## src/rtl/div_pkg.sv

```systemverilog
package div_pkg;

    typedef enum logic [2:0] {
        ST_IDLE,
        ST_SETUP,
        ST_ITER,
        ST_CORRECT,
        ST_FIXUP
    } div_state_e;

endpackage

```

## src/rtl/div_setup.sv

```systemverilog
// Operand preparation: magnitudes, sign bookkeeping and dividend alignment.
module div_setup #(
    parameter int XLEN = 64
) (
    input  logic            wide_i,
    input  logic            sgn_i,
    input  logic [XLEN-1:0] a_i,
    input  logic [XLEN-1:0] b_i,
    output logic [XLEN-1:0] q_init_o,
    output logic [XLEN-1:0] b_mag_o,
    output logic            neg_q_o,
    output logic            neg_r_o,
    output logic            dz_o
);
    localparam int HALF = XLEN / 2;

    logic            neg_a, neg_b;
    logic [XLEN-1:0] a_sel, b_sel, a_neg, b_neg, a_mag;

    always_comb begin
        neg_a = sgn_i & (wide_i ? a_i[XLEN-1] : a_i[HALF-1]);
        neg_b = sgn_i & (wide_i ? b_i[XLEN-1] : b_i[HALF-1]);
        a_sel = wide_i ? a_i : {{HALF{1'b0}}, a_i[HALF-1:0]};
        b_sel = wide_i ? b_i : {{HALF{1'b0}}, b_i[HALF-1:0]};
        a_neg = '0 - a_sel;
        b_neg = '0 - b_sel;

        if (neg_a)
            a_mag = wide_i ? a_neg : {{HALF{1'b0}}, a_neg[HALF-1:0]};
        else
            a_mag = a_sel;

        if (neg_b)
            b_mag_o = wide_i ? b_neg : {{HALF{1'b0}}, b_neg[HALF-1:0]};
        else
            b_mag_o = b_sel;

        // Narrow operands sit in the upper half so the MSB shifts out first.
        q_init_o = wide_i ? a_mag : {a_mag[HALF-1:0], {HALF{1'b0}}};
        neg_q_o  = neg_a ^ neg_b;
        neg_r_o  = neg_a;
        dz_o     = (b_sel == '0);
    end
endmodule

```

## src/rtl/div_step.sv

```systemverilog
// One non-restoring recurrence step on a signed partial remainder.
module div_step #(
    parameter int XLEN = 64
) (
    input  logic [XLEN+1:0] p_i,
    input  logic [XLEN-1:0] q_i,
    input  logic [XLEN-1:0] b_i,
    output logic [XLEN+1:0] p_o,
    output logic [XLEN-1:0] q_o
);
    logic [XLEN+1:0] shifted, b_ext;

    always_comb begin
        shifted = {p_i[XLEN:0], q_i[XLEN-1]};
        b_ext   = {2'b00, b_i};
        if (p_i[XLEN+1])
            p_o = shifted + b_ext;
        else
            p_o = shifted - b_ext;
        q_o = {q_i[XLEN-2:0], ~p_o[XLEN+1]};
    end
endmodule

```

## src/rtl/div_fixup.sv

```systemverilog
// Sign application, narrow-result extension and zero-divisor override.
module div_fixup #(
    parameter int XLEN = 64
) (
    input  logic            wide_i,
    input  logic            sgn_i,
    input  logic            neg_q_i,
    input  logic            neg_r_i,
    input  logic            dz_i,
    input  logic [XLEN-1:0] q_mag_i,
    input  logic [XLEN-1:0] r_mag_i,
    input  logic [XLEN-1:0] a_raw_i,
    output logic [XLEN-1:0] quot_o,
    output logic [XLEN-1:0] rem_o
);
    localparam int HALF = XLEN / 2;

    logic [XLEN-1:0] q_s, r_s, q_x, r_x, a_x;

    always_comb begin
        q_s = neg_q_i ? ('0 - q_mag_i) : q_mag_i;
        r_s = neg_r_i ? ('0 - r_mag_i) : r_mag_i;

        if (wide_i) begin
            q_x = q_s;
            r_x = r_s;
            a_x = a_raw_i;
        end else if (sgn_i) begin
            q_x = {{HALF{q_s[HALF-1]}}, q_s[HALF-1:0]};
            r_x = {{HALF{r_s[HALF-1]}}, r_s[HALF-1:0]};
            a_x = {{HALF{a_raw_i[HALF-1]}}, a_raw_i[HALF-1:0]};
        end else begin
            q_x = {{HALF{1'b0}}, q_s[HALF-1:0]};
            r_x = {{HALF{1'b0}}, r_s[HALF-1:0]};
            a_x = {{HALF{1'b0}}, a_raw_i[HALF-1:0]};
        end

        quot_o = dz_i ? '1  : q_x;
        rem_o  = dz_i ? a_x : r_x;
    end
endmodule

```

## src/rtl/iter_divider.sv

```systemverilog
module iter_divider #(
    parameter int XLEN = 64
) (
    input  logic            clk_i,
    input  logic            rst_ni,
    input  logic            start_i,
    input  logic            wide_i,
    input  logic            signed_i,
    input  logic [XLEN-1:0] dividend_i,
    input  logic [XLEN-1:0] divisor_i,
    output logic [XLEN-1:0] quotient_o,
    output logic [XLEN-1:0] remainder_o,
    output logic            busy_o,
    output logic            done_o,
    output logic            div_zero_o
);
    import div_pkg::*;

    localparam int HALF  = XLEN / 2;
    localparam int CNT_W = $clog2(XLEN + 1);

    div_state_e      state_q, state_d;
    logic [CNT_W-1:0] cnt_q;
    logic [XLEN-1:0] a_q, b_q;
    logic            wide_q, sgn_q;
    logic [XLEN+1:0] p_q;
    logic [XLEN-1:0] q_q, bm_q;
    logic            negq_q, negr_q, dz_q;
    logic [XLEN-1:0] quot_q, rem_q;
    logic            done_q, dzo_q;

    logic [XLEN-1:0] q_init, b_mag;
    logic            neg_q, neg_r, dz;
    logic [XLEN+1:0] p_step;
    logic [XLEN-1:0] q_step;
    logic [XLEN-1:0] quot_fix, rem_fix;

    div_setup #(.XLEN(XLEN)) setup_i (
        .wide_i  (wide_q),
        .sgn_i   (sgn_q),
        .a_i     (a_q),
        .b_i     (b_q),
        .q_init_o(q_init),
        .b_mag_o (b_mag),
        .neg_q_o (neg_q),
        .neg_r_o (neg_r),
        .dz_o    (dz)
    );

    div_step #(.XLEN(XLEN)) step_i (
        .p_i(p_q),
        .q_i(q_q),
        .b_i(bm_q),
        .p_o(p_step),
        .q_o(q_step)
    );

    div_fixup #(.XLEN(XLEN)) fixup_i (
        .wide_i (wide_q),
        .sgn_i  (sgn_q),
        .neg_q_i(negq_q),
        .neg_r_i(negr_q),
        .dz_i   (dz_q),
        .q_mag_i(q_q),
        .r_mag_i(p_q[XLEN-1:0]),
        .a_raw_i(a_q),
        .quot_o (quot_fix),
        .rem_o  (rem_fix)
    );

    // State register
    always_ff @(posedge clk_i) begin
        if (!rst_ni) state_q <= ST_IDLE;
        else         state_q <= state_d;
    end

    // Next-state logic
    always_comb begin
        state_d = state_q;
        unique case (state_q)
            ST_IDLE:    if (start_i) state_d = ST_SETUP;
            ST_SETUP:   state_d = ST_ITER;
            ST_ITER:    if (cnt_q == CNT_W'(1)) state_d = ST_CORRECT;
            ST_CORRECT: state_d = ST_FIXUP;
            ST_FIXUP:   state_d = ST_IDLE;
            default:    state_d = ST_IDLE;
        endcase
    end

    // Datapath registers
    always_ff @(posedge clk_i) begin
        if (!rst_ni) begin
            cnt_q  <= '0;
            a_q    <= '0;
            b_q    <= '0;
            wide_q <= 1'b0;
            sgn_q  <= 1'b0;
            p_q    <= '0;
            q_q    <= '0;
            bm_q   <= '0;
            negq_q <= 1'b0;
            negr_q <= 1'b0;
            dz_q   <= 1'b0;
        end else begin
            unique case (state_q)
                ST_IDLE: begin
                    if (start_i) begin
                        a_q    <= dividend_i;
                        b_q    <= divisor_i;
                        wide_q <= wide_i;
                        sgn_q  <= signed_i;
                    end
                end
                ST_SETUP: begin
                    p_q    <= '0;
                    q_q    <= q_init;
                    bm_q   <= b_mag;
                    negq_q <= neg_q;
                    negr_q <= neg_r;
                    dz_q   <= dz;
                    cnt_q  <= wide_q ? CNT_W'(XLEN) : CNT_W'(HALF);
                end
                ST_ITER: begin
                    p_q   <= p_step;
                    q_q   <= q_step;
                    cnt_q <= cnt_q - CNT_W'(1);
                end
                ST_CORRECT: begin
                    if (p_q[XLEN+1]) p_q <= p_q + {2'b00, bm_q};
                end
                ST_FIXUP: ;
                default: ;
            endcase
        end
    end

    // Output registers
    always_ff @(posedge clk_i) begin
        if (!rst_ni) begin
            quot_q <= '0;
            rem_q  <= '0;
            done_q <= 1'b0;
            dzo_q  <= 1'b0;
        end else begin
            done_q <= (state_q == ST_FIXUP);
            if (state_q == ST_FIXUP) begin
                quot_q <= quot_fix;
                rem_q  <= rem_fix;
                dzo_q  <= dz_q;
            end
        end
    end

    assign quotient_o  = quot_q;
    assign remainder_o = rem_q;
    assign done_o      = done_q;
    assign div_zero_o  = dzo_q;
    assign busy_o      = (state_q != ST_IDLE);
endmodule

```

## config.mk

```make
export PLATFORM = sky130hd
export DESIGN_NAME = iter_divider
export DESIGN_NICKNAME = d
export VERILOG_FILES = /design/src/rtl/div_pkg.sv /design/src/rtl/div_setup.sv /design/src/rtl/div_step.sv /design/src/rtl/div_fixup.sv /design/src/rtl/iter_divider.sv
export SDC_FILE = /design/constraint.sdc
export NUM_CORES = 2
export LEC_CHECK = 0
export BUFFER_PORTS_ARGS = -buffer_cell sky130_fd_sc_hd__buf_2
export CAP_MARGIN = 20
export CORE_MARGIN = 2
export CORE_UTILIZATION = 54
export CTS_CLUSTER_DIAMETER = 40
export DETAILED_ROUTE_END_ITERATION = 7
export PLACE_DENSITY = 0.71
export SETUP_SLACK_MARGIN = 0.2
export SYNTH_ARGS = -nofsm -noshare
export SYNTH_HDL_FRONTEND = slang
export SYNTH_SLANG_ARGS = --single-unit
export TNS_END_PERCENT = 5
```

## constraint.sdc

```tcl
create_clock -name clk_i -period 7.6 [get_ports clk_i]
set_input_delay 1.14 -clock clk_i [delete_from_list [all_inputs] [get_ports clk_i]]
set_output_delay 1.14 -clock clk_i [all_outputs]
set_load 0.01 [all_outputs]
```

==> metrics.cfg <==
[power]
switching_power_mw = 4.55
seqPwrFrac = 0.262
netSwitchingFraction = 0.405
p_comb_frac = 0.398
p_per_area_nw_per_um2 = 310
pwr-share-clk = 0.340
intPower_mw = 6.67
irDropWorstVdd_mv = 0.193
leakage_nw = 14.8

[timing]
layout_setup_ws_ps = 1580
relSlewSlack = 0.234
period_share = 0.792
finalHoldViolCount = 0
rsz0062_at_grt = no
setup_viol = 0
final.setup.tns_ps = 0
finClkSkew_ps = 30.1
drv_slew = 0
worst_pin_slew_ps = 1130
fin_crit_ps = 6020
clock.fmax_mhz = 166

[routing]
via_count = 33000
routed_via_density = 6.29
wl_met1_mm = 47.4
wl_met3_mm = 10.7
drt-initial-drc-count = 3027
maxUsedRoutingLayer = met4
dr.pass1.iters = 8
dr_wl_met2_mm = 49.7
wire_per_inst_um = 21.7
ant_nets = 0
totalWireLength_mm = 114
drc_errors = 1

[final_layout]
design_area_um2 = 36200
antenna_cells = 0
fin_util = 0.617
nets = 4675
area_growth_pct = 13.7
drive_gt1_frac = 0.114

[grt]
grt_pass1_wl_mm = 172
gr-usage-all-layers = 0.362
grt_remaining_overflow = 0
grt_max_degree = 144
antenna_found_initial = 0
grt_pass1_vias = 29600

[floorplan]
die_x_um = 247
io_pins = 264
start_util = 0.543
die_area_um2 = 60900
die_h_um = 247
coreArea_um2 = 58700
std_cell_rows = 89

[setup_path]
max_stage_delay_ps = 680
path_class = reg -> reg
path_cells = or4_1 > or3_1 > nor4_1 > buf_4 > nor2b_1 > and2_1 > nor2_1 > xnor2_1 > ha_1 > a21oi_1 > o21ai_0 > a221o_1 > a31oi_1 > a31oi_1 > o211ai_1 > a21oi_1 > or4b_2 > nand3_1
cp.arrival_ps = 6590
worst_setup_path_start_kind = register
cp.required_ps = 8170
cp_max_fo = 7
crit_slowest_cell = or4b_2
worstSetupEndpointType = register

[yosys]
synth_flop_cell = dfxtp_1
synth.most_common_cell = nand2_1
synth_top_area_share = 0.294
yosysUniqueCellTypes = 82
synthTopCellsByCount = nand2_1, a21oi_1, dfxtp_1
synthesis.area_um2 = 31900
syn_nets = 4591
synth_area_leaders = dfxtp_1, a21oi_1, nand2_1, xor2_1, ha_1
avgSynthCellArea_um2 = 7.37
yosys_warnings = 0
synth-edff-count = 0
ys_seq_area_frac = 0.294
yosysTopAreaCell = dfxtp_1
ys_ff_latch = 467
netlist_instances = 4319
async_flop_share = 0

[min_path]
hold_class = reg -> reg

[placement]
placedInstanceArea_um2 = 33300
dp_hpwl_mm = 84.6
io_buffers = 263
gp_congestion = 1.03
post-place-ws_ps = 1660

[cts]
cts.sinks = 467
cts_root_buffer = clkbuf_16
cts_buffers = 80
clk_pin_slew_ps = 50
cts_resized = 0
cts_tree = built
clock_path_buffers = 3
htreeDepth = 3
cts_hold_buf = 0
post-cts-setup-buffer-count = 0
clk_latency_ps = 640

[run_status]
status = finished, violations left
failed_checks = design-rule violations

[job]
maxCapViolations = 0

cell families (layout without fill, tap and decap cells):
group / after synthesis / after routing / share of synthesized area
compound gates: 1472 / 1472 / 0.286
flops: 467 / 467 / 0.294
buf+inv: 370 / 519 / 0.0443
mux: 10 / 10 / 0.00330
simple gates: 1458 / 1458 / 0.207
xor+xnor: 403 / 403 / 0.111
fa+ha+maj: 139 / 139 / 0.0551
critical path, delay by kind of cell (launching register included):
kind            cells  cell delay (ps)
compound gates      7             2040
simple gates        8             2730
xor+xnor            1              310
flops               1              360
buf+inv             1              200
fa+ha+maj           1              320
state kept, by name, indices dropped and copies added, names as in the netlist:
register     count
p_q             66
sgn_q            1
q_q             64
quotient_o      64
dz_q             1
state_q          3
remainder_o     64
wide_q           1
b_q             64
cnt_q            7
negr_q           1
a_q             64
done_o           1
div_zero_o       1
negq_q           1
bm_q            64
through the flow:
step / hold slack (ps) / instances / power (mW)
3_3_place_gp: 437 / 5094 / 7.30
3_5_place_dp: 441 / 5094 / 7.29
6_report: 448 / 5241 / 11.2
4_1_cts: 449 / 5241 / 11.1
2_1_floorplan: 448 / 4319 / 6.15
5_1_grt: 462 / 5241 / 11.8
cell usage in the layout (no fill, tap or decap), types with 83 or more instances in the layout:
cell / count
ha_1: 137
xnor2_1: 185
o21ai_0: 305
clkbuf_16: 83
xor2_1: 217
buf_2: 263
nand2_1: 642
nor2_1: 362
a21oi_1: 536
dfxtp_1: 462
power by group through the flow:
stage	Clock, mW	Combinational (mW)	Sequential (mW)
2_1_floorplan	0	3.33	2.82
3_3_place_gp	0	4.34	2.97
3_5_place_dp	0	4.32	2.97
4_1_cts	3.85	4.35	2.92
5_1_grt	3.97	4.88	2.96
6_report	3.81	4.46	2.94
path summary, 6_finish.rpt:
check             slack [ps]  cells past startpoint                           end                          from
setup / recovery        1580                     18          p_q[65]$_SDFFE_PN0P_         bm_q[12]$_SDFFE_PN0P_
hold / removal           450                      2  remainder_o[43]$_SDFFE_PN0P_  remainder_o[43]$_SDFFE_PN0P_
setup reg to reg        1580                     18          p_q[65]$_SDFFE_PN0P_         bm_q[12]$_SDFFE_PN0P_
hold reg to reg          450                      2  remainder_o[43]$_SDFFE_PN0P_  remainder_o[43]$_SDFFE_PN0P_
per-layer routing:
metal,up-vias,global-route usage
li1,15900,-
met1,15300,0.480
met2,1542,0.553
met3,279,0.0684
met4,0,0.198
met5,-,0
area by class of cell:
type | instances | area [um^2]
clock buffer | 96 | 2210
timing repair buffer | 296 | 1560
sequential | 467 | 9360
multi-input combinational | 3482 | 21200
inverter | 76 | 293
clock inverter | 51 | 663
tap | 773 | 967
fill | 5491 | 22500
(Power assumes the default switching activity.)
